## config.mk

```make
export PLATFORM = sky130hd
export DESIGN_NAME = serial_port_arbiter
export DESIGN_NICKNAME = d
export VERILOG_FILES = /design/src/rtl/serial_port_arbiter_pkg.sv /design/src/rtl/sig_sync.sv /design/src/rtl/route_fsm.sv /design/src/rtl/sleep_select.sv /design/src/rtl/serial_port_arbiter.sv
export SDC_FILE = /design/constraint.sdc
export NUM_CORES = 1
export LEC_CHECK = 0
export ABC_AREA = 1
export BUFFER_PORTS_ARGS = -buffer_cell sky130_fd_sc_hd__buf_4
export CORE_AREA = 2 2 39 41
export CTS_CLUSTER_DIAMETER = 100
export CTS_CLUSTER_SIZE = 24
export DETAILED_ROUTE_END_ITERATION = 8
export DIE_AREA = 0 0 41 43
export GPL_ROUTABILITY_DRIVEN = 0
export PLACE_DENSITY_LB_ADDON = 0.12
export SKIP_LAST_GASP = 1
export SLEW_MARGIN = 20
export SYNTH_ARGS = -nofsm -noshare
export SYNTH_HDL_FRONTEND = slang
export SYNTH_HIERARCHICAL = 1
export SYNTH_SLANG_ARGS = --single-unit
```

## constraint.sdc

```tcl
create_clock -name clk -period 1.25 [get_ports clk]
set_input_delay 0.1875 -clock clk [delete_from_list [all_inputs] [get_ports clk]]
set_output_delay 0.1875 -clock clk [all_outputs]
set_load 0.005 [all_outputs]
```

## src/rtl/serial_port_arbiter_pkg.sv

```systemverilog
package serial_port_arbiter_pkg;
  typedef enum logic [2:0] {
    RT_UART_ONLY   = 3'd0,
    RT_SHARED_UART = 3'd1,
    RT_SPI_CFG     = 3'd2,
    RT_SPI_STRAP   = 3'd3,
    RT_UART_RESCUE = 3'd4
  } route_mode_t;

  function automatic route_mode_t pick_mode(input logic rescue_n, input logic force_n,
                                            input logic uart_on, input logic spi_on);
    if (!rescue_n)               return RT_UART_RESCUE;
    else if (!force_n)           return RT_SPI_STRAP;
    else if (spi_on && !uart_on) return RT_SPI_CFG;
    else if (spi_on && uart_on)  return RT_SHARED_UART;
    else                         return RT_UART_ONLY;
  endfunction
endpackage

```

## src/rtl/sig_sync.sv

```systemverilog
module sig_sync #(
  parameter int   STAGES  = 2,
  parameter logic RST_VAL = 1'b0
) (
  input  logic clk,
  input  logic rst_n,
  input  logic d,
  output logic q
);
  logic [STAGES-1:0] stg;

  generate
    for (genvar i = 0; i < STAGES; i++) begin : g_stage
      if (i == 0) begin : g_first
        always_ff @(posedge clk) begin
          if (!rst_n) stg[0] <= RST_VAL;
          else        stg[0] <= d;
        end
      end else begin : g_next
        always_ff @(posedge clk) begin
          if (!rst_n) stg[i] <= RST_VAL;
          else        stg[i] <= stg[i-1];
        end
      end
    end
  endgenerate

  assign q = stg[STAGES-1];
endmodule

```

## src/rtl/route_fsm.sv

```systemverilog
module route_fsm
  import serial_port_arbiter_pkg::*;
(
  input  logic clk,
  input  logic rst_n,
  input  logic cfg_uart_en,
  input  logic cfg_spi_en,
  input  logic strap_spi_force_n,
  input  logic strap_uart_rescue_n,
  input  logic spi_rx_first,
  output logic route_spi,
  output logic uart_en,
  output logic force_uart_dflt,
  output logic spi_status_pulse
);
  route_mode_t mode_q;
  logic        live_q;
  logic        pulse_q;

  // While reset is held the decision register tracks the pins, so the
  // value present at the last reset edge is the one kept.
  always_ff @(posedge clk) begin
    if (!rst_n) begin
      mode_q  <= pick_mode(strap_uart_rescue_n, strap_spi_force_n, cfg_uart_en, cfg_spi_en);
      live_q  <= 1'b0;
      pulse_q <= 1'b0;
    end else begin
      live_q  <= 1'b1;
      pulse_q <= (mode_q == RT_SPI_STRAP) && !live_q;
      if (mode_q == RT_SHARED_UART && live_q && spi_rx_first)
        mode_q <= RT_SPI_CFG;
    end
  end

  always_comb begin
    route_spi       = live_q && (mode_q == RT_SPI_CFG || mode_q == RT_SPI_STRAP);
    uart_en         = live_q && !(mode_q == RT_SPI_CFG || mode_q == RT_SPI_STRAP);
    force_uart_dflt = live_q && (mode_q == RT_UART_RESCUE);
  end

  assign spi_status_pulse = pulse_q;
endmodule

```

## src/rtl/sleep_select.sv

```systemverilog
module sleep_select (
  input  logic clk,
  input  logic rst_n,
  input  logic slp_req_s,
  input  logic sel_n_s,
  input  logic cfg_slp_pin_en,
  input  logic cfg_sel_slp_en,
  output logic awake
);
  logic awake_d;

  always_comb begin
    if (cfg_slp_pin_en)      awake_d = !slp_req_s;
    else if (cfg_sel_slp_en) awake_d = !sel_n_s;
    else                     awake_d = 1'b1;
  end

  always_ff @(posedge clk) begin
    if (!rst_n) awake <= 1'b1;
    else        awake <= awake_d;
  end
endmodule

```

## src/rtl/serial_port_arbiter.sv

```systemverilog
module serial_port_arbiter #(
  parameter int SYNC_STAGES = 2
) (
  input  logic clk,
  input  logic rst_n,
  input  logic cfg_uart_en,
  input  logic cfg_spi_en,
  input  logic strap_spi_force_n,
  input  logic strap_uart_rescue_n,
  input  logic spi_rx_first,
  input  logic spi_sel_n,
  input  logic slp_req,
  input  logic cfg_slp_pin_en,
  input  logic cfg_sel_slp_en,
  output logic route_spi,
  output logic uart_en,
  output logic force_uart_dflt,
  output logic spi_status_pulse,
  output logic awake
);
  logic sel_n_s;
  logic slp_req_s;

  sig_sync #(.STAGES(SYNC_STAGES), .RST_VAL(1'b1)) i_sel_sync (
    .clk(clk), .rst_n(rst_n), .d(spi_sel_n), .q(sel_n_s)
  );

  sig_sync #(.STAGES(SYNC_STAGES), .RST_VAL(1'b0)) i_slp_sync (
    .clk(clk), .rst_n(rst_n), .d(slp_req), .q(slp_req_s)
  );

  route_fsm i_route (
    .clk(clk), .rst_n(rst_n),
    .cfg_uart_en(cfg_uart_en), .cfg_spi_en(cfg_spi_en),
    .strap_spi_force_n(strap_spi_force_n), .strap_uart_rescue_n(strap_uart_rescue_n),
    .spi_rx_first(spi_rx_first),
    .route_spi(route_spi), .uart_en(uart_en),
    .force_uart_dflt(force_uart_dflt), .spi_status_pulse(spi_status_pulse)
  );

  sleep_select i_sleep (
    .clk(clk), .rst_n(rst_n),
    .slp_req_s(slp_req_s), .sel_n_s(sel_n_s),
    .cfg_slp_pin_en(cfg_slp_pin_en), .cfg_sel_slp_en(cfg_sel_slp_en),
    .awake(awake)
  );
endmodule

```

==> results_dict.tcl, run 1 <==
set metrics [dict create \
    first_iter_violations 3 \
    hpwl_microns 439 \
    antenna_found_initial 0 \
    worstPathArrival_ns 1.03 \
    worstReg2RegEnd "i_route/mode_q[0]" \
    wl_per_cell_microns 7.01 \
    route.vias.total 321 \
    placedCellCount 79 \
    cts_buffers 3 \
    hold_ws_ns 0.0898 \
    grt_overflow_total 0 \
    clk_latency_ns 0.26 \
    cp-startpoint "i_route/mode_q[1]" \
    crit_required_ns 1.06 \
    syn_avg_cell_area_sq_um 8.05 \
    cts_setup_buffers 0 \
    core_area_sq_mm 0.00138 \
    mappedNetlistNets 59 \
    p_leak_nw 0.305 \
    clock-skew-final_ns 0.00656 \
    slew_headroom 0.913 \
    reg2reg_slack_ns 0.24 \
    io_buffers 15 \
    ys_seq_area_frac 0.595 \
    yosys_register_bits 10 \
    grt_setup_unrepaired "true" \
    critical_path.cell_chain "nor2_2, nand2_1, nor2_1, buf_4" \
    rows 14 \
    critPathKind "reg2out" \
    antenna_left 0 \
    cp_num_cells 4 \
    crit_end "force_uart_dflt" \
    clk_pin_slew_ns 0.07 \
    cts-root-buf "clkbuf_4" \
    period_share 0.973 \
    slew_violations 0 \
    crit_fanout 3 \
    path_delay_family "flip-flops" \
    htree_levels 1 \
    crit_path_end_kind "primary output" \
    r2r-start "i_route/mode_q[1]" \
    ys_warn_count 6 \
    num_io_pins 16 \
    grt_first_pass_wirelength_microns 855 \
    hold_viol 0 \
    critPathBufInv 1 \
    grt_pass1_vias 241 \
    power_density_mw_per_mm2 1290 \
    reg2reg_depth 3 \
    setup_violations 0 \
    final_cells 83 \
    dieArea_sq_mm 0.00176 \
    post-route-util 0.401 \
    period_minus_slack_ns 1.22 \
    place_area_sq_um 519 \
    drv_cap 0 \
    cts_tree "built" \
    max_stage_delay_ns 0.41 \
    cts_sinks 10 \
    initial_core_util 0.279 \
    syn-cell-area_sq_um 387 \
    power_w 0.000716 \
    timing.fmax_ghz 0.823 \
    drc 0 \
    vias_per_cell 3.87 \
    ctsHoldBuffers 0 \
    syn-instance-count 48 \
    fp.dieW_microns 41 \
    diodes 0 \
    final_area_sq_um 556 \
    dr.pass1.iters 4 \
    fp.dieH_microns 43 \
    crit_path_start_kind "flip-flop" \
    cts_buffer_depth 2 \
    nets 79 \
    worst_pin_slew_ns 0.131 \
    area_growth_pct 43.7 \
    synth.distinct_cells 10 \
    drt-total-wl_microns 582 \
    critical-path-slowest-cell "edfxtp_1" \
    peakVddDrop_mv 0.634 \
    grt_max_degree 11 \
    hold_path.class "in2reg" \
    status "complete, no violations" \
    final_layout_size_suffix_gt1_frac 0.343 \
    globalRouteTotalUtil 0.0759 \
]
==> cells by family after synthesis <==
kind of cell | share of synthesized area
flip-flops | 0.595
buffers and inverters | 0.107
AO/OA/AOI/OAI | 0.0259
AND/OR/NAND/NOR | 0.272
==> worst reg2reg max path, stage by stage (launching register included) <==
cell and delay [ns]:
edfxtp_1 0.41, nor2_2 0.11, nand3_1 0.07, nand2_1 0.12
==> metal layers <==
| metal | vias up | global-route usage | wire length [microns] |
|---|---|---|---|
| met5 | - | 0 | 0 |
| met2 | 11 | 0.0875 | 232 |
| met1 | 127 | 0.0957 | 284 |
| li1 | 181 | - | - |
| met4 | 0 | 0.0800 | 14 |
| met3 | 2 | 0.0314 | 50 |
==> worst min-delay path by stage <==
stage / from / to / slack, ns / cells after the start
2_1_floorplan: rst_n / i_route/live_q / 0.22 / 0
3_3_place_gp: spi_sel_n / i_sel_sync/stg[0] / 0.36 / 3
3_5_place_dp: spi_sel_n / i_sel_sync/stg[0] / 0.36 / 3
4_1_cts: spi_sel_n / i_sel_sync/stg[0] / 0.08 / 3
5_1_grt: spi_sel_n / i_sel_sync/stg[0] / 0.09 / 3
6_report: spi_sel_n / i_sel_sync/stg[0] / 0.09 / 3
==> sequential cells by signal (all words and copies together) (netlist names) <==
signal,cells
i_slp_sync/stg,1
i_slp_sync/q,1
i_sleep/awake,1
i_route/live_q,1
i_route/mode_q,3
i_sel_sync/stg,1
i_route/spi_status_pulse,1
i_sel_sync/q,1
==> placed cells by master (no fill, tap or decap) <==
| cell | netlist | layout |
|---|---|---|
| nand2_1 | 17 | 17 |
| buf_4 | 0 | 15 |
| inv_1 | 10 | 9 |
| dfxtp_1 | 7 | 7 |
| nor2_1 | 4 | 4 |
| clkbuf_4 | 0 | 3 |
| edfxtp_1 | 3 | 3 |
| inv_2 | 1 | 2 |
| a21oi_1 | 2 | 2 |
| nand3_1 | 2 | 2 |
| clkbuf_8 | 0 | 1 |
| nor2_2 | 1 | 1 |
| nand3_2 | 1 | 1 |
==> layout make-up <==
| class | count | area (sq um) |
|---|---|---|
| multi-input combinational | 27 | 115 |
| tap | 16 | 20.0 |
| timing repair buffer | 15 | 113 |
| fill | 155 | 828 |
| sequential | 10 | 230 |
| inverter | 11 | 41.3 |
| clock buffer | 4 | 36.3 |
==> where the power goes <==
group | internal, W | switching (W) | leakage [nW] | total, W
Clock | 0.000177 | 0.000106 | 0.0210 | 0.000283
Combinational | 0.0000413 | 0.0000331 | 0.196 | 0.0000744
Sequential | 0.000352 | 0.00000692 | 0.0877 | 0.000359
Total | 0.000570 | 0.000146 | 0.305 | 0.000716
==> Yosys cell counts (all sizes together) <==
library cell / instances / area [sq um]
a21oi: 2 / 10.0
nor2: 5 / 21.3
dfxtp: 7 / 140
nand3: 3 / 20.0
nand2: 17 / 63.8
edfxtp: 3 / 90.1
inv: 11 / 41.3
==> per-stage QoR <==
step	setup TNS, ns	setup WS (ns)
3_3_place_gp	0	0.219
6_report	0	0.0343
3_5_place_dp	0	0.219
5_1_grt	-0.0640	-0.0435
4_1_cts	0	0.0141
2_1_floorplan	0	0.265
==> what timing repair did <==
item | in CTS | in global routing
pin swaps | 1 | 0
gates cloned | 0 | 0
setup endpoints to repair | 1 | 2
resized for setup | 0 | 1
hold endpoints to repair | 0 | 0
Power figures use the tool's default switching activity.
==> inputs of run 2 (changes only) <==
--- a/config.mk
+++ b/config.mk
@@ -13,6 +13,7 @@
 export DETAILED_ROUTE_END_ITERATION = 8
 export DIE_AREA = 0 0 41 43
 export GPL_ROUTABILITY_DRIVEN = 0
+export HOLD_SLACK_MARGIN = 0.15
 export PLACE_DENSITY_LB_ADDON = 0.12
 export SKIP_LAST_GASP = 1
 export SLEW_MARGIN = 20
==> run 2 against run 1 <==
Clock skew about the same. Core utilization grew 2.9 points. Final cell count rose by 4.8%. Sequential share of layout area shrank 2.8 points. Clock power about the same. First-iteration DRC count did not move.
==> results_dict.tcl, run 2 (same netlist as run 1, synthesis figures left out) <==
set metrics [dict create \
    status "complete, no violations" \
    vias_per_cell 3.87 \
    place_area_sq_um 519 \
    max_stage_delay_ns 0.41 \
    initial_core_util 0.279 \
    nFillCells 150 \
    placedCellCount 79 \
    worstPathArrival_ns 1.03 \
    drt-total-wl_microns 626 \
    route.vias.total 337 \
    first_iter_violations 3 \
    dieArea_sq_mm 0.00176 \
    clk_pin_slew_ns 0.07 \
    crit_path_end_kind "primary output" \
    drt-met1-wl_microns 296 \
    antenna_left 0 \
    slew_violations 0 \
    grt_first_pass_wirelength_microns 993 \
    peakVddDrop_mv 0.634 \
    clk_latency_ns 0.26 \
    cts_buffers 3 \
    htree_levels 1 \
    final_cells 87 \
    drc 0 \
    path_delay_family "flip-flops" \
    final_area_sq_um 596 \
    final_cell_mix "nand2_1 (17), buf_4 (15), inv_1 (9)" \
    worst_pin_slew_ns 0.131 \
    critPathKind "reg2out" \
    max_flop_register "i_route/mode_q" \
    layout_commonest_cell "nand2_1" \
    wl_per_cell_microns 7.20 \
    p_leak_nw 0.321 \
    core_area_sq_mm 0.00138 \
    num_io_pins 16 \
    antenna_found_initial 0 \
    crit_path_start_kind "flip-flop" \
    power_density_mw_per_mm2 1220 \
    globalRouteTotalUtil 0.0870 \
    area_growth_pct 54.0 \
    hold_path.class "in2reg" \
    cts_sinks 10 \
    final_layout_size_suffix_gt1_frac 0.324 \
    clock-skew-final_ns 0.00670 \
    nets 83 \
    hpwl_microns 439 \
    rows 14 \
    critical_path.cell_chain "nor2_2, nand2_1, nor2_1, buf_4" \
    cts_buffer_depth 2 \
    finalSetupTns_ns 0 \
    fp.dieH_microns 43 \
    diodes 0 \
    dr.max_layer_used "met4" \
    critPathBufInv 1 \
    crit_required_ns 1.06 \
    io_buffers 15 \
    hold_viol 0 \
    timing.fmax_ghz 0.823 \
    dr.pass1.iters 4 \
    cts_tree "built" \
    critical-path-slowest-cell "edfxtp_1" \
    slew_headroom 0.912 \
    dr_wl_met2_microns 265 \
    met3_length_microns 49 \
    period_share 0.973 \
    largest_register_ff_count 3 \
    cts-root-buf "clkbuf_4" \
    grt_overflow_total 0 \
    crit_fanout 3 \
    grt_setup_unrepaired "true" \
    period_minus_slack_ns 1.22 \
    fp.dieW_microns 41 \
    grt_max_degree 11 \
    drv_cap 0 \
    grt_pass1_vias 278 \
    setup_violations 0 \
]
==> run 2: layout make-up <==
type,count,area (sq um),area share
Timing Repair Buffer,19,153,0.256
Clock buffer,4,36.3,0.0609
Multi-Input combinational cell,27,115,0.193
Tap cell,16,20.0,0.0336
Sequential cell,10,230,0.387
Inverter,11,41.3,0.0693
==> run 2: repair_timing <==
action | 4_1_cts | 5_1_grt
endpoints found under the hold margin | 4 | 0
setup buffers | 0 | 0
resized for setup | 0 | 1
pin swaps | 1 | 0
endpoints found under the setup margin | 1 | 2
hold buffers | 4 | 0
==> run 2: per-layer routing <==
metal	vias to the layer above	track usage
li1	189	-
met1	135	0.106
met2	11	0.113
met3	2	0.0314
met4	0	0.0800
met5	-	0
==> run 2: worst paths after layout <==
path                           from           endpoint  slack (ns)  cells after the start
hold / removal       cfg_sel_slp_en      i_sleep/awake        0.19                      4
hold reg to reg   i_sel_sync/stg[0]       i_sel_sync/q        0.40                      2
setup reg to reg  i_route/mode_q[1]  i_route/mode_q[0]        0.24                      3
setup / recovery  i_route/mode_q[1]    force_uart_dflt        0.03                      4
==> run 2: metrics by stage <==
| step | hold slack, ns | total power [W] | utilization | setup slack [ns] |
|---|---|---|---|---|
| 2_1_floorplan | 0.215 | 0.000396 | - | 0.265 |
| 6_report | 0.194 | 0.000727 | 0.430 | 0.0343 |
| 3_3_place_gp | 0.359 | 0.000441 | 0.375 | 0.219 |
| 4_1_cts | 0.186 | 0.000740 | 0.430 | 0.0141 |
| 3_5_place_dp | 0.361 | 0.000441 | 0.375 | 0.219 |
| 5_1_grt | 0.213 | 0.000768 | 0.430 | -0.0435 |
==> run 2: power by group <==
group | switching (W) | total (W) | internal, W | leakage (nW)
clock network | 0.000107 | 0.000283 | 0.000177 | 0.0210
logic | 0.0000351 | 0.0000845 | 0.0000494 | 0.213
registers | 0.00000692 | 0.000359 | 0.000352 | 0.0877
total | 0.000149 | 0.000727 | 0.000578 | 0.321
==> run 2: worst reg2reg max path, cell delays in order (launching register included) <==
cell      delay, ns
edfxtp_1       0.41
nor2_2         0.11
nand3_1        0.07
nand2_1        0.12
==> inputs of run 3 (changes only) <==
--- a/config.mk
+++ b/config.mk
@@ -6,9 +6,8 @@
 export NUM_CORES = 1
 export LEC_CHECK = 0
 export ABC_AREA = 1
-export BUFFER_PORTS_ARGS = -buffer_cell sky130_fd_sc_hd__buf_4
+export BUFFER_PORTS_ARGS = -buffer_cell sky130_fd_sc_hd__buf_2
 export CORE_AREA = 2 2 39 41
-export CTS_CLUSTER_DIAMETER = 100
 export CTS_CLUSTER_SIZE = 24
 export DETAILED_ROUTE_END_ITERATION = 8
 export DIE_AREA = 0 0 41 43
==> constraint.sdc (replaced) <==
create_clock -name clk -period 1.4 [get_ports clk]
set_input_delay 0.21 -clock clk [delete_from_list [all_inputs] [get_ports clk]]
set_output_delay 0.21 -clock clk [all_outputs]
set_load 0.005 [all_outputs]
==> run 3 against run 2 <==
Sequential share of layout area is 4.1 points higher. Hold slack worse by 0.018 ns. Register-to-register slack better by 0.11 ns. Count of clock-buffer cells in the layout stayed put. Critical path type unchanged. Die area stayed put. Flip-flop and latch count stayed put. Worst setup slack better by 0.11 ns. Sequential power is 11% lower. Power is 12% lower. Final cell count is 2.3% lower. Clock skew is 0.0049 ns lower. Wire length is 1.9% lower.
==> results_dict.tcl, run 3 (same netlist as run 1, synthesis figures left out) <==
set metrics [dict create \
    cts_buffer_depth 2 \
    crit_fanout 3 \
    hold_viol 0 \
    holdCritStartpoint "cfg_slp_pin_en" \
    diodes 0 \
    period_share 0.898 \
    num_io_pins 16 \
    post-route-util 0.389 \
    globalRouteTotalUtil 0.0933 \
    max_stage_delay_ns 0.42 \
    grt_setup_unrepaired "false" \
    worstReg2RegEnd "i_route/mode_q[2]" \
    final_cell_mix "nand2_1 (17), buf_2 (15), inv_1 (10)" \
    max_flop_register "i_route/mode_q" \
    power_density_mw_per_mm2 1190 \
    grt_first_pass_wirelength_mm 1.01 \
    drv_cap 0 \
    antenna_found_initial 0 \
    cts_sinks 10 \
    rows 14 \
    cts-root-buf "clkbuf_4" \
    area_growth_pct 39.2 \
    htree_levels 1 \
    hold_ws_ns 0.177 \
    clk_latency_ns 0.26 \
    crit_path_end_kind "primary output" \
    critPathKind "reg2out" \
    reg2reg_depth 3 \
    peakVddDrop_mv 0.349 \
    worstPathArrival_ns 1.05 \
    nets 81 \
    path_delay_family "flip-flops" \
    largest_register_ff_count 3 \
    critical-path-slowest-cell "edfxtp_1" \
    dr.pass1.iters 2 \
    fp.dieW_microns 41 \
    reg2reg_slack_ns 0.35 \
    worst_pin_slew_ns 0.187 \
    final_cells 85 \
    hold_path_end "i_sleep/awake" \
    cts_buffers 3 \
    finalSetupTns_ns 0 \
    wl_per_cell_microns 7.22 \
    initial_core_util 0.279 \
    r2r-start "i_route/mode_q[1]" \
    status "complete, no violations" \
    grt_max_degree 11 \
    hpwl_microns 447 \
    clk_pin_slew_ns 0.07 \
    final_layout_size_suffix_gt1_frac 0.319 \
    fp.dieH_microns 43 \
    io_buffers 15 \
    hold_path.class "in2reg" \
    first_iter_violations 5 \
    critPathBufInv 1 \
    critical_path.cell_chain "nor2_2, nand2_1, nor2_1, buf_2" \
    drt-total-wl_microns 614 \
    period_minus_slack_ns 1.26 \
    clock-skew-final_ns 0.00183 \
    setup_violations 0 \
    cts_tree "built" \
    drc 0 \
    slew_violations 0 \
    grt_overflow_total 0 \
    crit_path_start_kind "flip-flop" \
    core_area_sq_mm 0.00138 \
    dieArea_sq_mm 0.00176 \
    vias_per_cell 3.86 \
    grt_pass1_vias 272 \
    cts_resized 0 \
    antenna_left 0 \
    hold_depth 3 \
    p_leak_nw 0.303 \
    crit_required_ns 1.19 \
    slew_headroom 0.875 \
    placedCellCount 79 \
    route.vias.total 328 \
    cp-startpoint "i_route/mode_q[1]" \
    timing.fmax_ghz 0.795 \
    layout_commonest_cell "nand2_1" \
]
==> run 3: cell types whose count changed in the layout (fill, tap and decap cells not counted), sizes merged <==
cell and change:
dlygate4sd3 -2
==> run 3: power by group <==
group / leakage (nW) / internal, W / switching (W) / total (W)
registers: 0.0877 / 0.000314 / 0.00000570 / 0.000320
logic: 0.194 / 0.0000292 / 0.0000302 / 0.0000594
clock network: 0.0210 / 0.000158 / 0.000101 / 0.000259
==> run 3: timing repair <==
action | CTS | global route
buffers inserted | 0 | 0
endpoints found under the hold margin | 2 | 0
hold buffers | 2 | 0
==> run 3: worst register-to-register path, cell delays in order (launching register included) <==
cell      delay [ns]
edfxtp_1        0.42
nor2_2          0.14
nand3_1         0.08
nand2_1         0.13
==> run 3: layer usage <==
| metal | GRT usage | vias to the layer above | share of wire |
|---|---|---|---|
| met5 | 0 | - | 0 |
| met4 | 0.120 | 0 | 0.011 |
| met3 | 0.0314 | 2 | 0.072 |
| met2 | 0.106 | 13 | 0.43 |
| met1 | 0.113 | 129 | 0.49 |
| li1 | - | 184 | - |
==> run 3: layout make-up <==
class | instances | area (sq um)
Fill cell | 153 | 846
Sequential cell | 10 | 230
Tap cell | 16 | 20.0
Timing Repair Buffer | 17 | 95.1
Multi-Input combinational cell | 27 | 115
Clock buffer | 4 | 36.3
Inverter | 11 | 41.3
==> run 3: worst max-delay path by stage <==
stage                             end  slack, ns  cells after the start
floorplan           i_route/mode_q[0]       0.42                      3
global placement    i_route/mode_q[0]       0.36                      3
detailed placement  i_route/mode_q[0]       0.35                      3
CTS                   force_uart_dflt       0.12                      4
global route          force_uart_dflt       0.05                      4
finish                force_uart_dflt       0.14                      4
==> run 3: stage by stage <==
step,area (sq um),worst slack [ns],total power [W]
6_report,538,0.142,0.000638
5_1_grt,538,0.0499,0.000676
4_1_cts,538,0.117,0.000653
3_5_place_dp,482,0.350,0.000383
3_3_place_gp,482,0.363,0.000382
2_1_floorplan,387,0.415,0.000353
